--- src/rtl/cstk_pkg.sv ---
package cstk_pkg;
  localparam int SP_W = 3;

  typedef enum logic [3:0] {
    CMD_NOP       = 4'd0,
    CMD_CALL      = 4'd1,
    CMD_TBL_FETCH = 4'd2,
    CMD_PUSH_AR   = 4'd3,
    CMD_SYSCALL   = 4'd4,
    CMD_INT_ACK   = 4'd5,
    CMD_RET       = 4'd6,
    CMD_RET_SKIP  = 4'd7,
    CMD_TBL_DONE  = 4'd8,
    CMD_POP_AR    = 4'd9,
    CMD_RETI      = 4'd10
  } stk_cmd_e;

  // pointer after one command: storing moves down, retrieving moves up
  function automatic logic [SP_W-1:0] sp_step(input logic [SP_W-1:0] sp,
                                              input logic down, input logic up);
    if (down)    return sp - 1'b1;
    else if (up) return sp + 1'b1;
    else         return sp;
  endfunction

  // a pointer at or above the depth no longer names a storage slot
  function automatic logic sp_outside(input logic [SP_W-1:0] sp, input int depth);
    return int'(sp) >= depth;
  endfunction

  // a pointer above the empty value means too deep or too many returns
  function automatic logic sp_fault(input logic [SP_W-1:0] sp, input int depth);
    return int'(sp) > depth;
  endfunction
endpackage

--- src/rtl/cstk_cmd_decode.sv ---
module cstk_cmd_decode
  import cstk_pkg::*;
(
  input  logic [3:0] cmd,
  output logic       do_push,
  output logic       do_pop,
  output logic       do_int,
  output logic       do_reti
);
  always_comb begin
    do_push = 1'b0;
    do_pop  = 1'b0;
    do_int  = 1'b0;
    do_reti = 1'b0;
    case (cmd)
      CMD_CALL, CMD_TBL_FETCH, CMD_PUSH_AR, CMD_SYSCALL: do_push = 1'b1;
      CMD_INT_ACK: begin do_push = 1'b1; do_int = 1'b1; end
      CMD_RET, CMD_RET_SKIP, CMD_TBL_DONE, CMD_POP_AR: do_pop = 1'b1;
      CMD_RETI: begin do_pop = 1'b1; do_reti = 1'b1; end
      default: ;
    endcase
  end
endmodule

--- src/rtl/cstk_addr_stack.sv ---
module cstk_addr_stack #(
  parameter int DEPTH = 5,
  parameter int AW    = 12,
  parameter int SPW   = 3
) (
  input  logic           clk,
  input  logic           rst_n,
  input  logic           wr_en,
  input  logic [SPW-1:0] wr_idx,
  input  logic [AW-1:0]  wr_data,
  input  logic           rd_en,
  input  logic [SPW-1:0] rd_idx,
  output logic [AW-1:0]  rd_data
);
  logic [AW-1:0]    slot [DEPTH];
  logic [DEPTH-1:0] wr_hit;
  logic [DEPTH-1:0] rd_hit;
  logic [AW-1:0]    rd_mux;

  for (genvar g = 0; g < DEPTH; g++) begin : g_hit
    assign wr_hit[g] = wr_en && (wr_idx == SPW'(g));
    assign rd_hit[g] = (rd_idx == SPW'(g));
  end

  always_ff @(posedge clk or negedge rst_n) begin
    if (!rst_n) begin
      for (int i = 0; i < DEPTH; i++) slot[i] <= '0;
    end else begin
      for (int i = 0; i < DEPTH; i++)
        if (wr_hit[i]) slot[i] <= wr_data;
    end
  end

  // an index past the last slot selects nothing and reads as zero
  always_comb begin
    rd_mux = '0;
    for (int i = 0; i < DEPTH; i++)
      if (rd_hit[i]) rd_mux = slot[i];
  end

  always_ff @(posedge clk or negedge rst_n) begin
    if (!rst_n)     rd_data <= '0;
    else if (rd_en) rd_data <= rd_mux;
  end
endmodule

--- src/rtl/cstk_ctx_stack.sv ---
module cstk_ctx_stack #(
  parameter int LEVELS = 3,
  parameter int BW     = 4,
  parameter int SW     = 8,
  localparam int CW    = $clog2(LEVELS + 1),
  localparam int EW    = BW + SW
) (
  input  logic          clk,
  input  logic          rst_n,
  input  logic          save,
  input  logic          restore,
  input  logic [BW-1:0] bank_in,
  input  logic [SW-1:0] psw_in,
  output logic [BW-1:0] bank_out,
  output logic [SW-1:0] psw_out,
  output logic [CW-1:0] free_cnt
);
  // level 0 is the newest context; zeros shift in behind a restore
  logic [EW-1:0] lvl [LEVELS];
  logic [EW-1:0] out_q;

  always_ff @(posedge clk or negedge rst_n) begin
    if (!rst_n) begin
      for (int i = 0; i < LEVELS; i++) lvl[i] <= '0;
      out_q    <= '0;
      free_cnt <= CW'(LEVELS);
    end else if (save) begin
      for (int i = LEVELS - 1; i > 0; i--) lvl[i] <= lvl[i-1];
      lvl[0] <= {bank_in, psw_in};
      if (free_cnt != '0) free_cnt <= free_cnt - 1'b1;
    end else if (restore) begin
      out_q <= lvl[0];
      for (int i = 0; i < LEVELS - 1; i++) lvl[i] <= lvl[i+1];
      lvl[LEVELS-1] <= '0;
      if (free_cnt != CW'(LEVELS)) free_cnt <= free_cnt + 1'b1;
    end
  end

  assign bank_out = out_q[EW-1:SW];
  assign psw_out  = out_q[SW-1:0];
endmodule

--- src/rtl/call_stack_unit.sv ---
module call_stack_unit
  import cstk_pkg::*;
#(
  parameter int DEPTH  = 5,
  parameter int AW     = 12,
  parameter int BW     = 4,
  parameter int SW     = 8,
  parameter int LEVELS = 3,
  localparam int CW    = $clog2(LEVELS + 1)
) (
  input  logic            clk,
  input  logic            rst_n,
  input  logic [3:0]      cmd,
  input  logic [AW-1:0]   push_data,
  input  logic [BW-1:0]   bank_in,
  input  logic [SW-1:0]   psw_in,
  output logic [AW-1:0]   pop_data,
  output logic [BW-1:0]   bank_out,
  output logic [SW-1:0]   psw_out,
  output logic [SP_W-1:0] sp_out,
  output logic [CW-1:0]   ctx_free,
  output logic            reset_req
);
  logic            do_push, do_pop, do_int, do_reti;
  logic [SP_W-1:0] sp_q, sp_nxt;
  logic            slot_wr;

  cstk_cmd_decode u_dec (
    .cmd(cmd), .do_push(do_push), .do_pop(do_pop),
    .do_int(do_int), .do_reti(do_reti)
  );

  assign sp_nxt  = sp_step(sp_q, do_push, do_pop);
  assign slot_wr = do_push && !sp_outside(sp_nxt, DEPTH);

  always_ff @(posedge clk or negedge rst_n) begin
    if (!rst_n) begin
      sp_q      <= SP_W'(DEPTH);
      reset_req <= 1'b0;
    end else begin
      sp_q      <= sp_nxt;
      reset_req <= sp_fault(sp_q, DEPTH);
    end
  end

  cstk_addr_stack #(.DEPTH(DEPTH), .AW(AW), .SPW(SP_W)) u_addr (
    .clk(clk), .rst_n(rst_n),
    .wr_en(slot_wr), .wr_idx(sp_nxt), .wr_data(push_data),
    .rd_en(do_pop), .rd_idx(sp_q), .rd_data(pop_data)
  );

  cstk_ctx_stack #(.LEVELS(LEVELS), .BW(BW), .SW(SW)) u_ctx (
    .clk(clk), .rst_n(rst_n),
    .save(do_int), .restore(do_reti),
    .bank_in(bank_in), .psw_in(psw_in),
    .bank_out(bank_out), .psw_out(psw_out), .free_cnt(ctx_free)
  );

  assign sp_out = sp_q;
endmodule

--- config.mk ---
export PLATFORM = sky130hd
export DESIGN_NAME = call_stack_unit
export DESIGN_NICKNAME = d
export VERILOG_FILES = /design/src/rtl/cstk_pkg.sv /design/src/rtl/cstk_cmd_decode.sv /design/src/rtl/cstk_addr_stack.sv /design/src/rtl/cstk_ctx_stack.sv /design/src/rtl/call_stack_unit.sv
export SDC_FILE = /design/constraint.sdc
export NUM_CORES = 1
export LEC_CHECK = 0
export CAP_MARGIN = 20
export CORE_MARGIN = 1
export CORE_UTILIZATION = 25
export DETAILED_ROUTE_END_ITERATION = 6
export GPL_ROUTABILITY_DRIVEN = 0
export PLACE_DENSITY_LB_ADDON = 0.1
export SKIP_LAST_GASP = 1
export SLEW_MARGIN = 10
export SYNTH_ARGS = -nofsm -noshare
export SYNTH_HDL_FRONTEND = slang
export SYNTH_SLANG_ARGS = --single-unit
export TNS_END_PERCENT = 30
--- constraint.sdc ---
create_clock -name clk -period 2.1 [get_ports clk]
set_input_delay 0.42 -clock clk [delete_from_list [all_inputs] [get_ports clk]]
set_output_delay 0.42 -clock clk [all_outputs]
set_load 0.005 [all_outputs]
==> run summary <==
run status -> complete, no violations
synthesized area -> 5490 um2
number of nets in the final layout -> 554
average wire per cell in the routed design -> 17.2 um
post-placement worst setup slack -> -0.182 ns
cell taking the most area after synthesis -> sky130_fd_sc_hd__dfrtp_1
total track usage -> 13.2%
transition at the pin with the smallest max-transition slack -> 0.418 ns
Synth warnings -> 0
mean instance size in the synthesized netlist -> 12.5 um2
Synth Register Bits -> 126
GR Overflow Total -> 0
Fmax achieved -> 495 MHz
Worst EP arrival -> 1.60 ns
relative max-transition margin -> 72.1%
overall die area -> 22,600 um2
post-synthesis instance total -> 438
total via count after detailed routing -> 3,818
Max H-tree Level -> 4
type of element launching the critical path -> register
number of setup violations in the final report -> 0
list of cells traversed by the critical path -> buf_4 > clkdlybuf4s50_1
clock latency on the worst-skew pair -> 0.42 ns
root cell of the clock tree -> sky130_fd_sc_hd__clkbuf_16
# Max-Cap Violations -> 0
end point of the critical path -> sp_out[0]
final cell area excluding filler cells -> 7280 um2
endpoint type of the worst setup path -> primary output
wire length reported by the detailed router -> 13,900 um
number of flops mapped to enable cells by yosys -> 0
reg-to-reg setup timing slack -> 0.13 ns
Core Box Area -> 21,300 um2
main flop type after synthesis -> sky130_fd_sc_hd__dfrtp_1
DRC marker count from the first detailed-route iteration -> 194
Tightest Hold Check Type -> in2async
Die Height -> 150 um
post-layout minimum cycle time -> 2.02 ns
path type of the worst setup path -> reg2out
critical-path cell with the highest stage delay -> sky130_fd_sc_hd__dfstp_2
maximum fanout encountered on the critical timing path -> 8
cell count of the worst reg-to-reg path -> 6
clock tree skew after final layout -> 0.00870 ns
critical path launch point -> sp_out[0]
maximum number of pins on one net before global-route repair -> 51
vias per cell -> 4.74
Worst-path clk slew -> 0.06 ns
clk buf depth -> 2
layout cells sized above 1 -> 27.7%
area grow syn2layout -> 32.7%
final setup slack of the worst path -> 0.0804 ns
area post-placement -> 6660 um2
portion of synthesized cell area occupied by the leading cell type -> 55.6%
highest metal used -> met4
top cells by area in the synthesized netlist -> sky130_fd_sc_hd__dfrtp_1, sky130_fd_sc_hd__mux2_2, sky130_fd_sc_hd__nand2_1, sky130_fd_sc_hd__a221o_1, sky130_fd_sc_hd__a221oi_1
max-slew violation count -> 0
worst r2r src -> sp_out[0]
CP max stage delay -> 0.53 ns
x dimension of the die -> 150 um
number of antenna repair diodes -> 0
HPWL after detailed placement -> 8570 um
Num Clock Sinks -> 126
Syn Nets -> 474
fraction of synthesis flops using an asynchronous set or reset pin -> 100%
Port Buffer Count -> 59
number of placed I/O pins -> 60
TritonCTS clock tree -> done
maximum ir drop on the vdd rail -> 0.594 mV
met3 layer wire length in the routed design -> 483 um
part of the cycle the worst path needs -> 96.2%
unrepaired setup endpoints after global routing -> no
sequential fraction of the synthesis area -> 57.5%
number of hold-slack violations in the final timing report -> 0
P per Cell Area -> 1390 nW/um2
r2r endpoint -> u_addr.slot[5]
total CTS buffers -> 17
number of global-route vias before repair -> 4,014
total routed wire length on the met1 layer -> 6460 um
number of fill cells -> 2,104
remaining routing DRC violations -> 0
global-route wire length before repair -> 22,200 um
required arrival time at the worst endpoint -> 1.68 ns
leakage power -> 3.14 nW
residual antenna-violating net count after detailed routing -> 0
initial standard-cell utilization of the core -> 25.8%
met2 wire len -> 6790 um
synth unique cells -> 35
number of cell rows -> 53
first drt pass iteration count -> 4
number of antenna violations at the first check in global routing -> 0
==> sequential cells by signal (all words and copies together) (netlist names) <==
signal / count
u_addr.rd_data: 12
sp_out: 3
u_ctx.free_cnt: 2
u_ctx.out_q: 12
u_ctx.lvl: 36
u_addr.slot: 60
reset_req: 1
==> through the flow <==
stage / utilization, % / hold slack (ns) / setup TNS (ns) / instances / power [mW]
final: 34.2 / 0.393 / 0 / 806 / 10.1
after global routing: 34.2 / 0.396 / 0 / 806 / 10.8
after CTS: 34.2 / 0.381 / 0 / 806 / 10.3
after detailed placement: 31.3 / 0.268 / -13.21 / 773 / 7.22
after global placement: 31.3 / 0.276 / -11.70 / 773 / 7.17
after floorplan: - / 0.124 / 0 / 438 / 5.73
==> worst min-delay path by stage <==
stage	startpoint	end	slack (ns)	cells after the start
after CTS	rst_n	u_ctx.lvl[35]	0.38	2
final	rst_n	u_ctx.lvl[35]	0.39	2
after global routing	rst_n	u_ctx.lvl[35]	0.40	2
after floorplan	rst_n	reset_req	0.12	0
after detailed placement	rst_n	u_ctx.lvl[35]	0.27	1
after global placement	rst_n	u_ctx.lvl[35]	0.28	1
==> power by group <==
part / internal [mW] / leakage (nW) / switching [mW]
sequential: 3.39 / 1.58 / 0.536
clock: 1.80 / 0.283 / 1.14
combinational: 1.86 / 1.28 / 1.42
==> repair_timing <==
item                                   CTS  global route
resized for setup                        1             2
endpoints found under the hold margin    1             0
setup buffers                            0             0
setup endpoints to repair                2            12
hold buffers                             1             0
==> metal layers <==
metal / track usage (%) / up-vias
li1: - / 1765
met1: 17.0 / 1966
met2: 21.7 / 71
met3: 2.79 / 16
met4: 5.00 / 0
met5: 0 / -
==> synth_stat cells, drive strengths merged (2+ instances only) <==
library cell	count
mux2i	11
nand4	3
a21oi	4
inv	18
nand2b	12
ha	6
mux2	72
xnor2	2
nor3	13
o21ai	13
nand3	5
a221oi	13
a221o	12
dfrtp	122
clkbuf	21
a22o	12
dfstp	4
nor2b	4
a211oi	2
buf	10
nand4b	2
nand2	40
a32oi	12
a22oi	14
nor2	4
==> worst max-delay path: cells and delay by family (launching register included) <==
| kind | cells | cell delay, ns |
|---|---|---|
| DFF | 1 | 0.53 |
| buffers and inverters | 2 | 0.67 |
==> final cells by class <==
cell class	instances	area [um2]	share of cell area (%)
clock inverter	14	158	2.16
sequential	126	3160	43.4
multi-input combinational	263	2160	29.7
timing repair buffer	92	955	13.1
clock buffer	18	439	6.03
tap	275	344	4.72
inverter	18	67.6	0.928
==> cell families after synthesis <==
logic type	synth area share [%]
multiplexers	16.8
AND/OR/NAND/NOR	7.77
AO/OA/AOI/OAI	12.6
buffers and inverters	3.60
XOR/XNOR	0.319
adder cells (fa/ha/maj)	1.37
flip-flops	57.5
==> cells in the final DEF, fill, tap and decap left out, drive strengths merged, types with 11 or more instances in the layout <==
master / count
a221o: 12
a221oi: 13
a22o: 12
a22oi: 14
a32oi: 12
buf: 33
clkbuf: 18
clkdlybuf4s50: 58
dfrtp: 122
inv: 21
mux2: 72
mux2i: 11
nand2: 40
nand2b: 12
nor3: 13
o21ai: 13
Power figures use the tool's default switching activity.
